### config.mk
export PLATFORM = sky130hd
export DESIGN_NAME = unlock_gate
export DESIGN_NICKNAME = d
export VERILOG_FILES = /design/src/rtl/unlock_gate.sv
export SDC_FILE = /design/constraint.sdc
export NUM_CORES = 1
export LEC_CHECK = 0
export CORE_UTILIZATION = 58
export CTS_BUF_LIST = sky130_fd_sc_hd__clkbuf_8
export DETAILED_ROUTE_END_ITERATION = 10
export PLACE_DENSITY = 0.87
export SLEW_MARGIN = 15
export SYNTH_ARGS = -nofsm -noshare
export SYNTH_HDL_FRONTEND = slang
export SYNTH_SLANG_ARGS = --single-unit
export TNS_END_PERCENT = 50
### constraint.sdc
create_clock -name clk -period 8.4 [get_ports clk]
set_input_delay 1.68 -clock clk [delete_from_list [all_inputs] [get_ports clk]]
set_output_delay 1.68 -clock clk [all_outputs]
set_load 0.03 [all_outputs]
### src/rtl/unlock_gate.sv
module unlock_gate #(
  parameter int KEY_LEN = 64,
  parameter logic [KEY_LEN-1:0] KEY = 64'hC3A5_96F0_1E2D_4B78,
  parameter int XFER_LEN = 64,
  parameter int DW = 8
) (
  input  logic          clk,
  input  logic          rst_n,
  input  logic          inhibit,
  input  logic          ce_n,
  input  logic          oe_n,
  input  logic          we_n,
  input  logic [DW-1:0] din,
  input  logic          rtc_bit,
  output logic          mem_en,
  output logic          rtc_sel,
  output logic [DW-1:0] dout,
  output logic          dout_en,
  output logic          rtc_wr_stb,
  output logic          rtc_wr_bit,
  output logic          rtc_rd_stb
);
  localparam int PW = $clog2(KEY_LEN);
  localparam int CW = $clog2(XFER_LEN);

  logic          in_cyc, seen_wr, seen_rd, wbit, fail, xfer;
  logic [PW-1:0] ptr;
  logic [CW-1:0] cnt;

  wire active  = ~ce_n & ~inhibit;
  wire cyc_end = in_cyc & ~active & ~inhibit;
  wire is_wr   = seen_wr;
  wire is_rd   = seen_rd & ~seen_wr;
  wire drive   = active & xfer & ~oe_n & we_n;

  always_ff @(posedge clk) begin
    if (!rst_n) begin
      in_cyc <= 1'b0; seen_wr <= 1'b0; seen_rd <= 1'b0; wbit <= 1'b0;
      fail <= 1'b0; xfer <= 1'b0; ptr <= '0; cnt <= '0;
      mem_en <= 1'b0; rtc_sel <= 1'b0; dout <= '0; dout_en <= 1'b0;
      rtc_wr_stb <= 1'b0; rtc_wr_bit <= 1'b0; rtc_rd_stb <= 1'b0;
    end else begin
      in_cyc     <= active;
      mem_en     <= active & ~xfer;
      rtc_sel    <= active & xfer;
      dout_en    <= drive;
      dout       <= drive ? {{(DW-1){1'b0}}, rtc_bit} : '0;
      rtc_wr_stb <= 1'b0;
      rtc_rd_stb <= 1'b0;
      if (active) begin
        seen_wr <= seen_wr | ~we_n;
        seen_rd <= seen_rd | ~oe_n;
        if (!we_n) wbit <= din[0];
      end
      if (inhibit) begin
        seen_wr <= 1'b0; seen_rd <= 1'b0;
        ptr <= '0; fail <= 1'b0; xfer <= 1'b0; cnt <= '0;
      end else if (cyc_end) begin
        seen_wr <= 1'b0; seen_rd <= 1'b0;
        if (xfer) begin
          if (is_wr) begin
            rtc_wr_stb <= 1'b1;
            rtc_wr_bit <= wbit;
          end else if (is_rd) begin
            rtc_rd_stb <= 1'b1;
          end
          if (is_wr | is_rd) begin
            if (cnt == CW'(XFER_LEN - 1)) begin
              xfer <= 1'b0; cnt <= '0; ptr <= '0; fail <= 1'b0;
            end else begin
              cnt <= cnt + 1'b1;
            end
          end
        end else if (is_rd) begin
          ptr  <= '0;
          fail <= 1'b0;
        end else if (is_wr && !fail) begin
          if (wbit == KEY[ptr]) begin
            if (ptr == PW'(KEY_LEN - 1)) begin
              xfer <= 1'b1; ptr <= '0; cnt <= '0;
            end else begin
              ptr <= ptr + 1'b1;
            end
          end else begin
            fail <= 1'b1;
          end
        end
      end
    end
  end
endmodule

# Yosys cells after proc, flatten, opt, wreduce, memory -nomap -nowiden
# Memory sizes are Yosys's and may differ from the RTL's. A register that Yosys moved wholly into a read port is not among the register bits.
# Cells that the tools add are included.
[op_classes] n_eq_ne=7 n_bitwise=20 muxes=32 addsub=2 reduce_logical=17 n_lt_le_gt_ge=1
[op_table] operator="6-bit two-way mux" count=16
[op_table] operator="1-bit two-way mux" count=16
[op_table] operator="6-bit by 1-bit adder with 6-bit output, second input constant" count=2
[op_table] operator="6-bit == test, second input constant" count=2
[op_table] operator="5-bit AND reduction" count=2
[op_table] operator="1-bit NOT" count=9
[op_table] operator="1-bit bitwise AND" count=8
[op_table] operator="6-bit by 7-bit < comparator with 1-bit output, second input constant" count=1
[op_table] operator="6-bit AND reduction" count=1
[op_table] operator="2-bit nonzero test" count=3
[op_table] operator="3-bit nonzero test" count=2
[op_table] operator="5-bit OR reduction" count=1
[op_table] operator="2-bit by 1-bit != test with 1-bit output, second input constant" count=2
[op_table] operator="2-bit AND reduction" count=2
[op_table] operator="4-bit AND reduction" count=1
[op_table] operator="4-bit OR reduction" count=1
[op_table] operator="3-bit != test, second input constant" count=1
[op_table] operator="1-bit OR" count=3
[op_table] operator="3-bit OR reduction" count=1
[op_table] operator="2-bit != test, second input constant" count=1
[op_table] operator="2-bit OR reduction" count=1
[op_table] operator="1-bit == test" count=1
[op_table] operator="1-bit logical AND" count=1
[op_table] operator="1-bit logical NOT" count=1
[word_totals] elab_cells=96 rom_bits=64 memories=1 out_inout_bits=14 regBits=32
[mem_list] memory="(no name shown)" depth=64 width=1 rd=1 rd_clocked_by_memory_dff=1 wr=0 line="78" source="if (wbit == KEY[ptr]) begin"

# Logic depth before layout (Yosys ltp)
# Gate-level depths: netlist of run 1.
[depth] word_depth=9 depth_mapped=15

# Least setup slack after synthesis of run 1
# OpenSTA, ideal clock, no wires.
[synth_path] path_kind="input port to flip-flop" start="input port ce_n" end="register with a tool-made name" slack_ns=4.316 n_path_buf=3 required_time_ns=8.328 t_arrival_ns=4.012 setup_ns=0.072 cell_stages=15 cell_sequence="buf_4 -> and3b_1 -> buf_6 -> o21ai_2 -> or3_1 -> buf_6 -> mux2i_1 -> inv_1 -> ha_1 -> and4b_1 -> a211oi_1 -> mux2i_1 -> xor2_1 -> a21oi_2 -> mux2i_1"
[synth_rtl] item="start: declaration" line="10" source="input logic ce_n,"

==> summary.md, run 1 <==
| Metric | Value |
|---|---|
| Status | `finished, final reports clean` |
| Leakage power summed over all cells | `0.686 nW` |
| Final worst-path cycle share | `0.567` |
| Ratio of routed vias to standard cells | `6.14` |
| Final sum of negative setup slack | `0 ns` |
| Arrival time reported for the critical path endpoint | `4.96 ns` |
| Number of synthesized flops with an enable pin | `0` |
| Chip Width | `54.0 microns` |
| Total routing usage reported by global routing | `0.246` |
| IO Port Bufs | `14` |
| Max-slew violation count | `0` |
| Worst endpoint required time | `8.60 ns` |
| Reg-to-Reg Start | `cnt[0]$_SDFFE_PP0P_` |
| Clock buffers created by TritonCTS | `3` |
| Unique masters post-synth | `45` |
| Yosys warns | `0` |
| Clock transition at the registers of the reported paths | `0.09 ns` |
| Setup repair after global routing missed its margin | `false` |
| Initial antenna violation count | `0` |
| Die boundary height | `54.0 microns` |
| Footprint of the multi-input gates | `936 sq um` |
| # rows | `18` |
| Initial core utilization | `0.621` |
| Register bit total from synthesis | `26` |
| Share of final-layout standard cells stronger than drive strength 1 | `0.0464` |
| Floorplan core area | `2520 sq um` |
| H-tree depth reported by CTS | `1` |
| Count of nets left with antenna violations after detail routing | `0` |
| Minimum clock period after layout | `4.76 ns` |
| Number of cell instances on the worst register-to-register path | `13` |
| Hold Path Class | `register to register` |
| Number of max-capacitance violations reported | `0` |
| Hold Startpoint | `cnt[5]$_SDFFE_PP0P_` |
| Area taken by flip-flops and latches | `520 sq um` |
| Vias | `1375` |
| Top-count cell post-synth | `sky130_fd_sc_hd__dfxtp_1` |
| CTS Hold Buffers Added | `0` |
| Violation count after the first detailed-route iteration | `65` |
| Number of setup buffers added after CTS | `0` |
| DRC Markers | `0` |
| Fraction of post-synthesis cell area in the top cell type by area | `0.333` |
| Capture endpoint of the worst hold path | `cnt[5]$_SDFFE_PP0P_` |
| Largest buffer count on any clock path | `2` |
| Summed instance area of the synthesized netlist | `1570 sq um` |
| Final setup violating endpoints | `0` |
| Area of the die | `2910 sq um` |
| Layout-stage area growth over the synthesis result | `10.9%` |
| Routed len/inst | `14.6 microns` |
| Met3 wire len | `151 microns` |
| Number of global-route vias before repair | `1153` |
| # IOs | `29` |
| Main area contributors after synthesis | `sky130_fd_sc_hd__dfxtp_1 33%, sky130_fd_sc_hd__ha_1 6.4%, sky130_fd_sc_hd__nor2_1 5.0%, sky130_fd_sc_hd__mux2i_1 4.5%, sky130_fd_sc_hd__buf_4 3.8%` |
| Total instance count after detailed placement | `220` |
| Count of cells along the worst hold path | `2` |
| Share of async-settable or async-resettable flops after synthesis | `0` |
| Critical path startpoint category | `input pin` |
| Detailed-router iteration count before antenna repair | `4` |
| Synthesized area per cell | `8.46 sq um` |
| Leading post-synthesis cells by instance count | `26 x sky130_fd_sc_hd__dfxtp_1, 21 x sky130_fd_sc_hd__nor2_1, 10 x sky130_fd_sc_hd__a21oi_1` |
| Cells after synthesis | `185` |
| Relative slew slack | `0.421` |
| Highest metal layer with signal wires | `met4` |
| Final Instance Count excl. Fillers | `224` |
| Pin count of the biggest net entering global routing | `23` |
| Most instantiated flip-flop cell in the synthesis netlist | `sky130_fd_sc_hd__dfxtp_1` |
| Met1 WL | `1430 microns` |
| Power per cell area | `142 nW/um^2` |
| Max frequency | `0.210 GHz` |
| Total power draw | `0.246 mW` |
| Pin slew with the least headroom to its limit | `0.869 ns` |
| Crit Path Class | `input pin to register` |
| Reg-to-reg slack, setup | `5.18 ns` |
| CTS tree | `yes` |
| Overflow left after global routing | `0` |
| Clock Sink Count | `26` |
| First-pass GRT wire length | `5160 microns` |
| Post-detail-place hpwl | `2450 microns` |
| # resized after CTS | `0` |
| NumNets Final | `218` |
| Routability congestion estimate from global placement | `0.895` |
| Max Clock Skew | `0.00643 ns` |
| N_diodes | `0` |
| Clk root buf | `sky130_fd_sc_hd__clkbuf_8` |
| Routed length on met2 | `1670 microns` |
| Final Hold Fails | `0` |
| Count of fill cells added during filler insertion | `217` |
| Worst Path Max Fanout | `8` |
| Peak supply drop | `0.148 mV` |
| Portion of the post-synthesis area used by sequential elements | `0.333` |
| Largest registers in the final layout | `cnt (6), ptr (6)` |
| Drt total wl | `3280 microns` |
| Worst skew pair latency | `0.27 ns` |
| Most area-hungry cell type in the Yosys netlist | `sky130_fd_sc_hd__dfxtp_1` |
| Type of destination of the critical path | `register` |
==> cell usage in the layout, fill, tap and decap left out, types with 2 or more instances in the layout <==
cell type and n:
sky130_fd_sc_hd__nor4_1 3, sky130_fd_sc_hd__and2_1 6, sky130_fd_sc_hd__and3b_1 2, sky130_fd_sc_hd__ha_1 8
sky130_fd_sc_hd__nor2b_1 3, sky130_fd_sc_hd__o21a_1 2, sky130_fd_sc_hd__nand2b_1 2, sky130_fd_sc_hd__a311oi_1 2
sky130_fd_sc_hd__o21ai_2 2, sky130_fd_sc_hd__a21oi_1 10, sky130_fd_sc_hd__nor4b_1 2, sky130_fd_sc_hd__nor2_1 21
sky130_fd_sc_hd__o2111ai_1 2, sky130_fd_sc_hd__nand2_1 8, sky130_fd_sc_hd__xnor2_1 3, sky130_fd_sc_hd__xor2_1 3
sky130_fd_sc_hd__nor3_1 7, sky130_fd_sc_hd__nand4_1 4, sky130_fd_sc_hd__nand3_1 7, sky130_fd_sc_hd__dfxtp_1 26
sky130_fd_sc_hd__mux2i_1 7, sky130_fd_sc_hd__clkbuf_8 3, sky130_fd_sc_hd__o21ai_0 3, sky130_fd_sc_hd__o211a_1 2
sky130_fd_sc_hd__conb_1 7, sky130_fd_sc_hd__a211oi_1 4, sky130_fd_sc_hd__a2111oi_0 2, sky130_fd_sc_hd__and3_1 6
sky130_fd_sc_hd__clkdlybuf4s50_1 14, sky130_fd_sc_hd__inv_1 8
==> layer usage <==
layer  up-vias  GRT usage
met5         -          0
met4         0     0.0877
met3         6     0.0339
met2        52      0.420
met1       650      0.312
li1        667          -
==> final cells by class <==
type,instances,area share
inverters,8,0.0173
clock buffers,3,0.0238
clock inverters,1,0.0173
multi-input cells,142,0.539
repair buffers,14,0.0807
well taps,30,0.0216
flip-flops and latches,26,0.300
==> critical path, stage by stage <==
cell and delay (ns):
sky130_fd_sc_hd__clkdlybuf4s50_1 0.59, sky130_fd_sc_hd__nand2_1 0.16, sky130_fd_sc_hd__nor4_1 0.64, sky130_fd_sc_hd__nand3_1 0.20, sky130_fd_sc_hd__a21oi_1 0.42, sky130_fd_sc_hd__inv_1 0.17
sky130_fd_sc_hd__ha_1 0.26, sky130_fd_sc_hd__and4b_1 0.24, sky130_fd_sc_hd__a211oi_1 0.05, sky130_fd_sc_hd__mux2i_1 0.17, sky130_fd_sc_hd__xor2_1 0.20, sky130_fd_sc_hd__a21oi_2 0.08
sky130_fd_sc_hd__mux2i_1 0.12
==> stage by stage <==
stage | cell area (sq um) | hold slack, ns | utilization | setup WS [ns]
2_1_floorplan | 1590 | 0.444 | - | 4.32
3_3_place_gp | 1660 | 0.460 | 0.660 | 3.47
3_5_place_dp | 1660 | 0.467 | 0.660 | 3.41
4_1_cts | 1740 | 0.482 | 0.688 | 3.70
5_1_grt | 1740 | 0.511 | 0.688 | 3.38
6_report | 1740 | 0.488 | 0.688 | 3.64
==> power by group <==
group / switching, mW / leakage [nW] / total (mW) / internal, mW
Combinational: 0.0117 / 0.441 / 0.0174 / 0.00571
Sequential: 0.000950 / 0.210 / 0.125 / 0.124
Clock: 0.0396 / 0.0357 / 0.103 / 0.0637
Total: 0.0522 / 0.686 / 0.246 / 0.193
==> logic make-up after synthesis <==
logic type	Yosys count	share of synthesized area
AND/OR/NAND/NOR	75	0.253
AO/OA/AOI/OAI	39	0.186
flip-flops	26	0.333
buffers and inverters	23	0.0839
adder cells (fa/ha/maj)	8	0.0640
multiplexers	7	0.0448
XOR/XNOR	6	0.0336
other	1	0.00240
==> worst max path at each step <==
stage,start,endpoint,slack [ns],cells past startpoint
final,ce_n,register,3.64,13
after global routing,ce_n,register,3.38,13
after global placement,ce_n,register,3.47,13
after CTS,ce_n,register,3.70,13
after floorplan,ce_n,register,4.32,15
after detailed placement,ce_n,register,3.41,13
Power figures use the tool's default switching activity.
==> run 2, diff against run 1 <==
Settings changed: CORE_UTILIZATION 58 to 49, PLACE_DENSITY 0.87 to 0.79.
Clock period 8.4 ns to 4.2 ns, I/O delays scaled along.
==> run 2 against run 1 <==
Compared with the run above:
- register-to-register slack worse by 4.2 ns
- clock power is 57% higher
- flip-flop and latch count stayed put
- final cell count is 8.5% higher
- power is 83% higher
- global-route usage is 2.9 points lower
- clock-buffer cell count is 1 higher
- critical path type unchanged
==> summary.md, run 2 (synthesis gave the netlist of run 1 again) <==
| Metric | Value |
|---|---|
| Status | `finished, final reports clean` |
| Minimum clock period after layout | `3.70 ns` |
| Share of total power in sequential cells | `0.556` |
| Final worst-path cycle share | `0.882` |
| Worst Path Max Fanout | `8` |
| Number of global-route vias before repair | `1275` |
| Type of destination of the critical path | `register` |
| Total routing usage reported by global routing | `0.217` |
| Final sum of negative setup slack | `0 ns` |
| Switching power | `0.104 mW` |
| Clock buffers created by TritonCTS | `3` |
| N_diodes | `0` |
| Critical path's largest stage delay | `0.62 ns` |
| Largest buffer count on any clock path | `2` |
| Worst endpoint required time | `4.40 ns` |
| Critical path startpoint category | `input pin` |
| Leakage power summed over all cells | `0.704 nW` |
| Initial core utilization | `0.513` |
| Count of nets left with antenna violations after detail routing | `0` |
| Proportion of power drawn by the clock network | `0.361` |
| Area of the die | `3420 sq um` |
| Floorplan core area | `3050 sq um` |
| IO Port Bufs | `14` |
| Commonest non-fill, non-tap cell in the layout | `sky130_fd_sc_hd__dfxtp_1` |
| # rows | `20` |
| Hold Path Class | `register to register` |
| Share of final-layout standard cells stronger than drive strength 1 | `0.0704` |
| Chip Width | `58.5 microns` |
| Count of cells along the worst hold path | `2` |
| Initial antenna violation count | `0` |
| Detailed-router iteration count before antenna repair | `4` |
| Crit Path Class | `input pin to register` |
| Routability congestion estimate from global placement | `0.797` |
| Routed len/inst | `13.7 microns` |
| First-pass GRT wire length | `5730 microns` |
| Pin slew with the least headroom to its limit | `0.651 ns` |
| Die boundary height | `58.5 microns` |
| Number of cell instances on the worst register-to-register path | `13` |
| Cell with the largest stage delay on the worst path | `sky130_fd_sc_hd__clkdlybuf4s50_1` |
| Cell seen most often among critical-path stages | `sky130_fd_sc_hd__mux2i_1` |
| Int Power | `0.345 mW` |
| Count of fill cells added during filler insertion | `286` |
| H-tree depth reported by CTS | `1` |
| Final setup violating endpoints | `0` |
| CTS Hold Buffers Added | `0` |
| Clock Sink Count | `26` |
| Clk root buf | `sky130_fd_sc_hd__clkbuf_8` |
| Max frequency | `0.270 GHz` |
| Arrival time reported for the critical path endpoint | `3.90 ns` |
| Final Instance Count excl. Fillers | `243` |
| # IOs | `29` |
| Number of max-capacitance violations reported | `0` |
| End-of-flow core utilization | `0.581` |
| Vias | `1387` |
| Largest registers in the final layout | `cnt (6), ptr (6)` |
| Relative slew slack | `0.564` |
| Overflow left after global routing | `0` |
| NumNets Final | `223` |
| DRC Markers | `0` |
| Max-slew violation count | `0` |
| Setup repair after global routing missed its margin | `false` |
| Layout-stage area growth over the synthesis result | `13.3%` |
| Peak supply drop | `0.214 mV` |
| CP cell instances | `clkdlybuf4s50_1 > and3b_1 > o21ai_2 > or3_1 > mux2i_1 > inv_1 > ha_1 > and4b_1 > a211oi_1 > mux2i_1 > xor2_1 > a21oi_2 > mux2i_1` |
| # resized after CTS | `0` |
| Post-detail-place hpwl | `2540 microns` |
| Number of setup buffers added after CTS | `0` |
| WHS | `0.478 ns` |
| CTS tree | `yes` |
| Drt total wl | `3330 microns` |
| Most frequent cells in the layout | `26 x sky130_fd_sc_hd__dfxtp_1, 21 x sky130_fd_sc_hd__nor2_1, 14 x sky130_fd_sc_hd__clkdlybuf4s50_1, 10 x sky130_fd_sc_hd__a21oi_1` |
| Max Clock Skew | `0.00789 ns` |
| Ratio of routed vias to standard cells | `5.71` |
| Part of the power in combinational logic | `0.083` |
| Pin count of the biggest net entering global routing | `20` |
| Violation count after the first detailed-route iteration | `65` |
| Switching share of total power | `0.232` |
| Total instance count after detailed placement | `239` |
| Worst skew pair latency | `0.28 ns` |
| Power per cell area | `253 nW/um^2` |
| Clock transition at the registers of the reported paths | `0.09 ns` |
| Final Hold Fails | `0` |
[run 2: cell type report]
| type | count | area [sq um] | share of cell area |
|---|---|---|---|
| Multi-Input combinational cell | 142 | 936 | 0.528 |
| Sequential cell | 26 | 520 | 0.293 |
| Timing Repair Buffer | 19 | 178 | 0.100 |
| Clock buffer | 4 | 55.1 | 0.0310 |
| Tap cell | 44 | 55.1 | 0.0310 |
| Inverter | 8 | 30.0 | 0.0169 |
[run 2: final timing paths]
path	slack (ns)	startpoint	end
setup reg to reg	0.95	ptr[0]$_SDFFE_PP0N_	register
hold / removal	0.48	cnt[1]$_SDFFE_PP0P_	cnt[1]$_SDFFE_PP0P_
hold reg to reg	0.48	cnt[1]$_SDFFE_PP0P_	cnt[1]$_SDFFE_PP0P_
setup / recovery	0.50	ce_n	register
[run 2: per-stage QoR]
stage	cell area (sq um)	power [mW]	setup WS [ns]
5_1_grt	1770	0.464	0.238
3_5_place_dp	1720	0.292	0.203
3_3_place_gp	1720	0.291	0.340
4_1_cts	1770	0.450	0.474
2_1_floorplan	1590	0.285	0.956
6_report	1770	0.449	0.497
[run 2: worst max-delay path, delay by kind of cell]
family / cells / cell delay, ns
buffers and inverters: 2 / 0.78
adder cells (fa/ha/maj): 1 / 0.23
AND/OR/NAND/NOR: 3 / 0.89
XOR/XNOR: 1 / 0.20
AO/OA/AOI/OAI: 3 / 0.21
multiplexers: 3 / 0.74
[run 2: power groups by stage]
stage | logic (mW) | registers (mW) | clock network [mW]
finish | 0.0372 | 0.250 | 0.162
global route | 0.0401 | 0.250 | 0.174
CTS | 0.0367 | 0.250 | 0.163
detailed placement | 0.0364 | 0.256 | 0
global placement | 0.0359 | 0.256 | 0
floorplan | 0.0287 | 0.256 | 0
[run 2: layer usage]
| metal | vias to the layer above | global-route usage | routed length, microns |
|---|---|---|---|
| met5 | - | 0 | 0 |
| met2 | 35 | 0.351 | 1630 |
| met1 | 665 | 0.287 | 1550 |
| met3 | 4 | 0.0484 | 117 |
| met4 | 0 | 0.0714 | 32 |
| li1 | 683 | - | - |
